<file path="config.mk">
export PLATFORM = sky130hd
export DESIGN_NAME = tlb_ptw
export DESIGN_NICKNAME = d
export VERILOG_FILES = /design/src/rtl/tlbw_pkg.sv /design/src/rtl/tlbw_cam.sv /design/src/rtl/tlbw_walk.sv /design/src/rtl/tlbw_perm.sv /design/src/rtl/tlb_ptw.sv
export SDC_FILE = /design/constraint.sdc
export NUM_CORES = 1
export LEC_CHECK = 0
export ABC_AREA = 1
export BUFFER_PORTS_ARGS = -buffer_cell sky130_fd_sc_hd__buf_2
export CORE_MARGIN = 2
export CORE_UTILIZATION = 40
export CTS_CLUSTER_DIAMETER = 80
export DETAILED_ROUTE_END_ITERATION = 7
export PLACE_DENSITY = 0.61
export SKIP_LAST_GASP = 1
export SYNTH_ARGS = -nofsm -noshare
export SYNTH_HDL_FRONTEND = slang
export SYNTH_SLANG_ARGS = --single-unit
export TNS_END_PERCENT = 100
</file>
<file path="constraint.sdc">
create_clock -name clk_i -period 2.6 [get_ports clk_i]
set_input_delay 0.26 -clock clk_i [delete_from_list [all_inputs] [get_ports clk_i]]
set_output_delay 0.26 -clock clk_i [all_outputs]
set_load 0.1 [all_outputs]
</file>
<file path="src/rtl/tlbw_pkg.sv">
package tlbw_pkg;
  typedef enum logic [1:0] {
    FLT_NONE = 2'd0,
    FLT_PAGE = 2'd1,
    FLT_PROT = 2'd2
  } fault_e;

  // table word flag positions
  localparam int PTE_V = 0;
  localparam int PTE_R = 1;
  localparam int PTE_W = 2;
  localparam int PTE_D = 3;
endpackage

</file>
<file path="src/rtl/tlbw_cam.sv">
module tlbw_cam #(
  parameter int VPN_W   = 20,
  parameter int PPN_W   = 20,
  parameter int ENTRIES = 8
) (
  input  logic             clk_i,
  input  logic             rst_ni,
  input  logic             flush_i,
  input  logic [VPN_W-1:0] lu_vpn_i,
  output logic             hit_o,
  output logic [PPN_W-1:0] hit_ppn_o,
  output logic             hit_r_o,
  output logic             hit_w_o,
  output logic             hit_d_o,
  input  logic             set_dirty_i,
  input  logic             fill_i,
  input  logic [VPN_W-1:0] fill_vpn_i,
  input  logic [PPN_W-1:0] fill_ppn_i,
  input  logic             fill_r_i,
  input  logic             fill_w_i,
  input  logic             fill_d_i
);
  localparam int IDX_W = (ENTRIES > 1) ? $clog2(ENTRIES) : 1;

  logic [ENTRIES-1:0] valid_q, r_q, w_q, d_q, match;
  logic [VPN_W-1:0]   tag_q [ENTRIES];
  logic [PPN_W-1:0]   ppn_q [ENTRIES];
  logic [IDX_W-1:0]   rr_q, hit_idx;

  for (genvar g = 0; g < ENTRIES; g++) begin : g_match
    assign match[g] = valid_q[g] && (tag_q[g] == lu_vpn_i);
  end

  always_comb begin
    hit_idx = '0;
    for (int i = 0; i < ENTRIES; i++)
      if (match[i]) hit_idx = IDX_W'(i);
  end

  assign hit_o     = |match;
  assign hit_ppn_o = ppn_q[hit_idx];
  assign hit_r_o   = r_q[hit_idx];
  assign hit_w_o   = w_q[hit_idx];
  assign hit_d_o   = d_q[hit_idx];

  always_ff @(posedge clk_i or negedge rst_ni) begin
    if (!rst_ni) begin
      valid_q <= '0;
      r_q     <= '0;
      w_q     <= '0;
      d_q     <= '0;
      rr_q    <= '0;
      for (int i = 0; i < ENTRIES; i++) begin
        tag_q[i] <= '0;
        ppn_q[i] <= '0;
      end
    end else if (flush_i) begin
      valid_q <= '0;  // flush wins over a same-cycle install
    end else begin
      if (set_dirty_i) d_q[hit_idx] <= 1'b1;
      if (fill_i) begin
        valid_q[rr_q] <= 1'b1;
        tag_q[rr_q]   <= fill_vpn_i;
        ppn_q[rr_q]   <= fill_ppn_i;
        r_q[rr_q]     <= fill_r_i;
        w_q[rr_q]     <= fill_w_i;
        d_q[rr_q]     <= fill_d_i;
        rr_q          <= (rr_q == IDX_W'(ENTRIES - 1)) ? '0 : rr_q + 1'b1;
      end
    end
  end

  assert_single_match_R4: assert property (@(posedge clk_i) disable iff (!rst_ni)
    $onehot0(match));

  assert_flush_clears_R9: assert property (@(posedge clk_i) disable iff (!rst_ni)
    flush_i |=> (valid_q == '0));
endmodule

</file>
<file path="src/rtl/tlbw_walk.sv">
module tlbw_walk import tlbw_pkg::*; #(
  parameter int PA_W  = 32,
  parameter int OFF_W = 12,
  parameter int L1_W  = 10,
  parameter int L2_W  = 10
) (
  input  logic                  clk_i,
  input  logic                  rst_ni,
  input  logic                  start_i,
  input  logic [L1_W+L2_W-1:0]  vpn_i,
  input  logic [PA_W-OFF_W-1:0] ptb_ppn_i,
  output logic                  busy_o,
  output logic                  done_o,
  output logic                  pf_o,
  output logic [PA_W-OFF_W-1:0] pte_ppn_o,
  output logic                  pte_r_o,
  output logic                  pte_w_o,
  output logic                  pte_d_o,
  output logic                  mem_req_valid_o,
  input  logic                  mem_req_ready_i,
  output logic [PA_W-1:0]       mem_req_addr_o,
  input  logic                  mem_rsp_valid_i,
  input  logic [PA_W-1:0]       mem_rsp_data_i
);
  localparam int PPN_W = PA_W - OFF_W;
  localparam int VPN_W = L1_W + L2_W;

  typedef enum logic [2:0] {W_IDLE, W_L1_REQ, W_L1_WAIT, W_L2_REQ, W_L2_WAIT} wstate_e;

  wstate_e          st_q;
  logic [VPN_W-1:0] vpn_q;
  logic [PPN_W-1:0] base_q;
  logic             present;
  logic             unused_pte_bits;

  assign present         = mem_rsp_data_i[PTE_V];
  assign unused_pte_bits = ^mem_rsp_data_i[OFF_W-1:PTE_D+1];

  always_comb begin
    if (st_q == W_L2_REQ)
      mem_req_addr_o = {base_q, {OFF_W{1'b0}}} + (PA_W'(vpn_q[L2_W-1:0]) << 2);
    else
      mem_req_addr_o = {base_q, {OFF_W{1'b0}}} + (PA_W'(vpn_q[VPN_W-1:L2_W]) << 2);
  end

  assign mem_req_valid_o = (st_q == W_L1_REQ) || (st_q == W_L2_REQ);
  assign busy_o          = (st_q != W_IDLE);
  assign done_o          = mem_rsp_valid_i &&
                           ((st_q == W_L2_WAIT) || ((st_q == W_L1_WAIT) && !present));
  assign pf_o            = !present;
  assign pte_ppn_o       = mem_rsp_data_i[PA_W-1:OFF_W];
  assign pte_r_o         = mem_rsp_data_i[PTE_R];
  assign pte_w_o         = mem_rsp_data_i[PTE_W];
  assign pte_d_o         = mem_rsp_data_i[PTE_D];

  always_ff @(posedge clk_i or negedge rst_ni) begin
    if (!rst_ni) begin
      st_q   <= W_IDLE;
      vpn_q  <= '0;
      base_q <= '0;
    end else begin
      unique case (st_q)
        W_IDLE: if (start_i) begin
          vpn_q  <= vpn_i;
          base_q <= ptb_ppn_i;
          st_q   <= W_L1_REQ;
        end
        W_L1_REQ:  if (mem_req_ready_i) st_q <= W_L1_WAIT;
        W_L1_WAIT: if (mem_rsp_valid_i) begin
          if (present) begin
            base_q <= mem_rsp_data_i[PA_W-1:OFF_W];
            st_q   <= W_L2_REQ;
          end else st_q <= W_IDLE;
        end
        W_L2_REQ:  if (mem_req_ready_i) st_q <= W_L2_WAIT;
        W_L2_WAIT: if (mem_rsp_valid_i) st_q <= W_IDLE;
        default:   st_q <= W_IDLE;
      endcase
    end
  end

  assert_mem_hold_R10: assert property (@(posedge clk_i) disable iff (!rst_ni)
    (mem_req_valid_o && !mem_req_ready_i) |=> (mem_req_valid_o && $stable(mem_req_addr_o)));
endmodule

</file>
<file path="src/rtl/tlbw_perm.sv">
module tlbw_perm (
  input  logic write_i,
  input  logic rd_ok_i,
  input  logic wr_ok_i,
  output logic allow_o
);
  assign allow_o = write_i ? wr_ok_i : rd_ok_i;
endmodule

</file>
<file path="src/rtl/tlb_ptw.sv">
module tlb_ptw import tlbw_pkg::*; #(
  parameter int VA_W    = 32,
  parameter int PA_W    = 32,
  parameter int OFF_W   = 12,
  parameter int L1_W    = 10,
  parameter int ENTRIES = 8
) (
  input  logic            clk_i,
  input  logic            rst_ni,
  input  logic            flush_i,
  input  logic [PA_W-1:0] ptbr_i,
  input  logic            req_valid_i,
  output logic            req_ready_o,
  input  logic [VA_W-1:0] req_va_i,
  input  logic            req_write_i,
  output logic            rsp_valid_o,
  output logic [PA_W-1:0] rsp_pa_o,
  output logic [1:0]      rsp_fault_o,
  output logic            rsp_dirty_o,
  output logic            mem_req_valid_o,
  input  logic            mem_req_ready_i,
  output logic [PA_W-1:0] mem_req_addr_o,
  input  logic            mem_rsp_valid_i,
  input  logic [PA_W-1:0] mem_rsp_data_i
);
  localparam int VPN_W = VA_W - OFF_W;
  localparam int L2_W  = VPN_W - L1_W;
  localparam int PPN_W = PA_W - OFF_W;

  logic             req_fire, hit, hit_r, hit_w, hit_d, hit_allow, fill_allow;
  logic [PPN_W-1:0] hit_ppn, walk_ppn;
  logic             walk_busy, walk_done, walk_pf, walk_r, walk_w, walk_d;
  logic             walk_start, set_dirty, fill_en, fill_d;
  logic [VPN_W-1:0] vpn_q;
  logic [OFF_W-1:0] off_q;
  logic             wr_q;
  logic             unused_ptbr;

  assign unused_ptbr = ^ptbr_i[OFF_W-1:0];
  assign req_ready_o = !walk_busy && !flush_i;
  assign req_fire    = req_valid_i && req_ready_o;
  assign walk_start  = req_fire && !hit;
  assign set_dirty   = req_fire && hit && req_write_i && hit_allow && !hit_d;
  assign fill_en     = walk_done && !walk_pf;
  assign fill_d      = walk_d || (wr_q && fill_allow);

  tlbw_cam #(.VPN_W(VPN_W), .PPN_W(PPN_W), .ENTRIES(ENTRIES)) u_cam (
    .clk_i, .rst_ni, .flush_i,
    .lu_vpn_i   (req_va_i[VA_W-1:OFF_W]),
    .hit_o      (hit),
    .hit_ppn_o  (hit_ppn),
    .hit_r_o    (hit_r),
    .hit_w_o    (hit_w),
    .hit_d_o    (hit_d),
    .set_dirty_i(set_dirty),
    .fill_i     (fill_en),
    .fill_vpn_i (vpn_q),
    .fill_ppn_i (walk_ppn),
    .fill_r_i   (walk_r),
    .fill_w_i   (walk_w),
    .fill_d_i   (fill_d)
  );

  tlbw_walk #(.PA_W(PA_W), .OFF_W(OFF_W), .L1_W(L1_W), .L2_W(L2_W)) u_walk (
    .clk_i, .rst_ni,
    .start_i        (walk_start),
    .vpn_i          (req_va_i[VA_W-1:OFF_W]),
    .ptb_ppn_i      (ptbr_i[PA_W-1:OFF_W]),
    .busy_o         (walk_busy),
    .done_o         (walk_done),
    .pf_o           (walk_pf),
    .pte_ppn_o      (walk_ppn),
    .pte_r_o        (walk_r),
    .pte_w_o        (walk_w),
    .pte_d_o        (walk_d),
    .mem_req_valid_o,
    .mem_req_ready_i,
    .mem_req_addr_o,
    .mem_rsp_valid_i,
    .mem_rsp_data_i
  );

  tlbw_perm u_perm_hit  (.write_i(req_write_i), .rd_ok_i(hit_r),  .wr_ok_i(hit_w),  .allow_o(hit_allow));
  tlbw_perm u_perm_fill (.write_i(wr_q),        .rd_ok_i(walk_r), .wr_ok_i(walk_w), .allow_o(fill_allow));

  always_ff @(posedge clk_i or negedge rst_ni) begin
    if (!rst_ni) begin
      vpn_q <= '0;
      off_q <= '0;
      wr_q  <= 1'b0;
    end else if (walk_start) begin
      vpn_q <= req_va_i[VA_W-1:OFF_W];
      off_q <= req_va_i[OFF_W-1:0];
      wr_q  <= req_write_i;
    end
  end

  always_ff @(posedge clk_i or negedge rst_ni) begin
    if (!rst_ni) begin
      rsp_valid_o <= 1'b0;
      rsp_pa_o    <= '0;
      rsp_fault_o <= FLT_NONE;
      rsp_dirty_o <= 1'b0;
    end else if (req_fire && hit) begin
      rsp_valid_o <= 1'b1;
      rsp_pa_o    <= hit_allow ? {hit_ppn, req_va_i[OFF_W-1:0]} : '0;
      rsp_fault_o <= hit_allow ? FLT_NONE : FLT_PROT;
      rsp_dirty_o <= hit_d || set_dirty;
    end else if (walk_done) begin
      rsp_valid_o <= 1'b1;
      if (walk_pf) begin
        rsp_pa_o    <= '0;
        rsp_fault_o <= FLT_PAGE;
        rsp_dirty_o <= 1'b0;
      end else begin
        rsp_pa_o    <= fill_allow ? {walk_ppn, off_q} : '0;
        rsp_fault_o <= fill_allow ? FLT_NONE : FLT_PROT;
        rsp_dirty_o <= fill_d;
      end
    end else begin
      rsp_valid_o <= 1'b0;
    end
  end

  assert_hit_next_cycle_R2: assert property (@(posedge clk_i) disable iff (!rst_ni)
    (req_fire && hit) |=> rsp_valid_o);

  assert_fault_zero_pa_R6: assert property (@(posedge clk_i) disable iff (!rst_ni)
    (rsp_valid_o && rsp_fault_o != FLT_NONE) |-> (rsp_pa_o == '0));

  assert_no_accept_in_walk_R10: assert property (@(posedge clk_i) disable iff (!rst_ni)
    mem_req_valid_o |-> !req_ready_o);
endmodule

</file>
==> reports/results.tsv <==
stage	metric	value	unit
worst_setup_path	crit path cell chain	nand2_1 > nand2_1 > nor2_1 > nand2_1 > nor2_1 > buf_4 > nand3_2 > buf_4 > nand2_1 > inv_1 > nand2_8 > nand2_8 > clkinv_8 > buf_4 > buf_4 > buf_4 > nand2_1 > nand3_1 > o211ai_1 > nor2b_1 > nand2_1 > a21oi_2	
timing	Hold WS	0.0544	ns
global_route	global-route wire length before repair	113000	um
cts	clock root cell	clkbuf_16	
route	wirelength, routed	73300	um
global_route	largest net degree at the start of global routing	86	
final_layout	fin nets	3200	
route	DRC	0	
route	Avg Vias per Cell	5.26	
final_layout	post-layout instance area	28200	sq um
job	MaxCap Viol Count	0	
worst_setup_path	Critical Path AT	3.32	ns
placed_design	Placed Area	24900	sq um
logic_synthesis	number of synthesized flops with an enable pin	0	
status	failing checks	setup timing	
die	io pins	173	
final_layout	Area growth, synth to finish	28.4	%
global_route	grt total ovfl	0	
logic_synthesis	Async SR Flop Fraction	100	%
placed_design	Post-DP HPWL	47900	um
logic_synthesis	Cells after Synth	2774	
route	first drt pass iteration count	5	
die	core area	54000	sq um
power_and_ir_drop	Worst VDD drop	0.878	mV
final_layout	post-layout util	52.2	%
die	FP Rows	85	
worst_setup_path	critical path required time	3.13	ns
timing	endpoints failing hold	0	
worst_setup_path	Setup CP Type	reg -> reg	
logic_synthesis	post-synth cell types	40	
global_route	GRT Resource Usage Total	25.8	%
timing	f_max	358	MHz
power_and_ir_drop	leakage power	0.0134	uW
logic_synthesis	ys flop type	dfrtp_1	
final_layout	ratio of cells with drive above 1 in the final layout	19.7	%
worst_setup_path	CP Launch Type	register	
logic_synthesis	synth warn	0	
die	Die Span X	238	um
worst_setup_path	CP dominant cell by count	nand2_1	
cts	CTS buffer count	50	
cts	Max Root-Sink Buffers	3	
worst_setup_path	CP max FO	8	
worst_setup_path	Crit path max-delay family	simple AND/OR/NAND/NOR gates	
route	1st-iter DRT viols	2046	
cts	worst skew pair latency	0.61	ns
logic_synthesis	Seq/Total Area, Yosys	53.2	%
worst_setup_path	max incr delay on CP	0.41	ns
route	wire per inst	19.1	um
worst_setup_path	CP bufs+invs	7	
timing	# setup viols final	41	
global_route	vias in the first global route	19300	
worst_setup_path	slowest stage cell, crit path	dfrtp_1	
cts	Sink Count	467	
final_layout	Fill cells	5024	
timing	fin. max-slew vios	0	
logic_synthesis	Mapped Avg Cell Area	7.91	sq um
timing	maximum clock skew at final layout	0.0228	ns
die	die height	238	um
final_layout	number of diodes	0	
timing	Max transition margin	46.8	%
die	die area	56800	sq um
status	status	finished, violations left	
timing	Worst Max-Slew Pin Slew	0.798	ns
cts	Reg clk slew, reported paths	0.07	ns
die	Initial Util	40.6	%
cts	H-tree lvl count	2	
power_and_ir_drop	Power Density	1030	nW/um^2
min_path	worst min path class	in -> reg	
global_route	antenna violations before repair	1	
route	Routed Antenna Nets	0	
logic_synthesis	post-synthesis register bit count	467	
route	via count	20200	
placed_design	Final Wtd Congestion	0.909	
timing	Period minus WS final	2.79	ns
placed_design	# port buffers	150	
timing	Final Cycle Share	107	%
worst_setup_path	CP endpoint kind	register	
cts	CTS tree	done	
timing	PnR worst setup slack	-0.190	ns
logic_synthesis	Mapped Area	22000	sq um
timing	RSZ-0062 raised after global routing	yes	
cell usage after synthesis, types with 8 or more instances:
cell | instances | area [sq um]
a21oi_1 | 34 | 170
a31oi_1 | 40 | 250
buf_2 | 33 | 165
buf_4 | 15 | 113
buf_6 | 8 | 90.1
clkbuf_1 | 97 | 364
dfrtp_1 | 467 | 11700
inv_1 | 234 | 878
inv_2 | 20 | 75.1
nand2_1 | 904 | 3390
nand3_1 | 58 | 290
nor2_1 | 232 | 871
nor2b_1 | 12 | 75.1
o2111ai_1 | 8 | 70.1
o211ai_1 | 19 | 143
o21ai_0 | 439 | 2200
o21ai_1 | 13 | 65.1
o22ai_1 | 50 | 313
or2_2 | 8 | 50.1
xnor2_1 | 24 | 210
xor2_1 | 12 | 105
final cells by class:
cell class / count / area (sq um) / area share (%)
clock buffer: 67 / 1420 / 5.02
multi-input combinational: 1901 / 9250 / 32.8
inverter: 255 / 970 / 3.44
clock inverter: 26 / 294 / 1.04
tap: 696 / 871 / 3.09
timing repair buffer: 420 / 3700 / 13.1
sequential: 467 / 11700 / 41.5
power breakdown:
part | leakage [uW] | total, uW | switching [uW] | internal [uW]
Clock | 0.000835 | 7410 | 3080 | 4330
Sequential | 0.00623 | 10600 | 1270 | 9320
Combinational | 0.00637 | 11100 | 8190 | 2940
Total | 0.0134 | 29100 | 12500 | 16600
timing repair:
item,in CTS,in global routing
setup endpoints to repair,68,105
resized for setup,76,85
buffers inserted,10,2
gates cloned,7,4
hold endpoints to repair,112,0
hold buffers,60,0
pin swaps,20,39
through the flow:
step	TNS [ns]	setup slack, ns	cells	power [uW]
after global placement	-22.55	-0.426	3657	21100
final	-3.33	-0.190	3832	29100
after detailed placement	-25.61	-0.464	3657	21300
after floorplan	0	0.0463	2775	18000
after global routing	-10.75	-0.346	3832	30700
after CTS	-2.16	-0.128	3827	29000
tightest hold or removal path, cell delays in order:
cell and delay, ns:
buf_2 0.10, o221ai_4 0.13, o22ai_1 0.12
state kept, by name, summed over array words and instances (netlist names):
name and cells:
u_cam.ppn_q 160, u_cam.tag_q 160, rsp_pa_o 32, u_walk.base_q 20, u_walk.vpn_q 20, vpn_q 20, off_q 12, u_cam.d_q 8
u_cam.r_q 8, u_cam.valid_q 8, u_cam.w_q 8, u_cam.rr_q 3, u_walk.st_q 3, rsp_fault_o 2, rsp_dirty_o 1, rsp_valid_o 1
wr_q 1
path summary, 6_finish.rpt:
kind	startpoint	end	slack, ns	depth (start not counted)
worst max register to register	u_cam.tag_q[47]$_DFFE_PN0P_	rsp_pa_o[28]$_DFFE_PN0P_	-0.19	22
worst max-delay path	u_cam.tag_q[47]$_DFFE_PN0P_	rsp_pa_o[28]$_DFFE_PN0P_	-0.19	22
min in group asynchronous	rst_ni	u_cam.tag_q[116]$_DFFE_PN0P_	0.19	2
max in group asynchronous	rst_ni	u_cam.tag_q[11]$_DFFE_PN0P_	1.53	3
worst min register to register	u_walk.vpn_q[13]$_DFFE_PN0P_	u_walk.vpn_q[13]$_DFFE_PN0P_	0.47	2
worst min-delay path	mem_req_ready_i	u_walk.st_q[2]$_DFFE_PN0P_	0.05	3
kinds of logic after synthesis:
logic type	after synthesis	share of synthesized area [%]
AND/OR/NAND/NOR	1251	22.6
other	1	0.0171
XOR/XNOR	36	1.44
buffers and inverters	409	7.72
adder cells (fa/ha/maj)	2	0.114
flip-flops	467	53.2
AO/OA/AOI/OAI	608	14.8
routing by layer:
metal | global-route usage, % | vias to the layer above | part of all wire (%)
met1 | 36.4 | 9721 | 44
met5 | 0 | - | 0.018
met4 | 8.07 | 2 | 2.8
met2 | 39.8 | 791 | 45
met3 | 5.56 | 140 | 8.3
li1 | - | 9515 | -
placed cells by master (no fill, tap or decap), types with 7 or more instances in the layout:
| cell type | instances |
|---|---|
| a21oi_1 | 24 |
| a21oi_2 | 10 |
| buf_12 | 43 |
| clkbuf_16 | 53 |
| xor2_1 | 12 |
| inv_2 | 24 |
| clkinv_2 | 11 |
| nor2_2 | 21 |
| o211ai_1 | 19 |
| buf_2 | 139 |
| o21ai_0 | 424 |
| or2_2 | 8 |
| o2111ai_1 | 8 |
| clkbuf_8 | 10 |
| clkbuf_1 | 7 |
| dfrtp_1 | 467 |
| nand2_4 | 9 |
| o21ai_1 | 16 |
| dlygate4sd3_1 | 60 |
| o22ai_1 | 34 |
| xnor2_1 | 22 |
| buf_4 | 158 |
| o21ai_2 | 11 |
| nand2_1 | 873 |
| o22ai_2 | 9 |
| inv_1 | 230 |
| o22ai_4 | 7 |
| nand2_2 | 28 |
| nor2_1 | 212 |
| nand3_2 | 13 |
| a31oi_1 | 40 |
| buf_6 | 7 |
| nand3_1 | 46 |
Note: power is estimated with default switching activity, not from simulation.
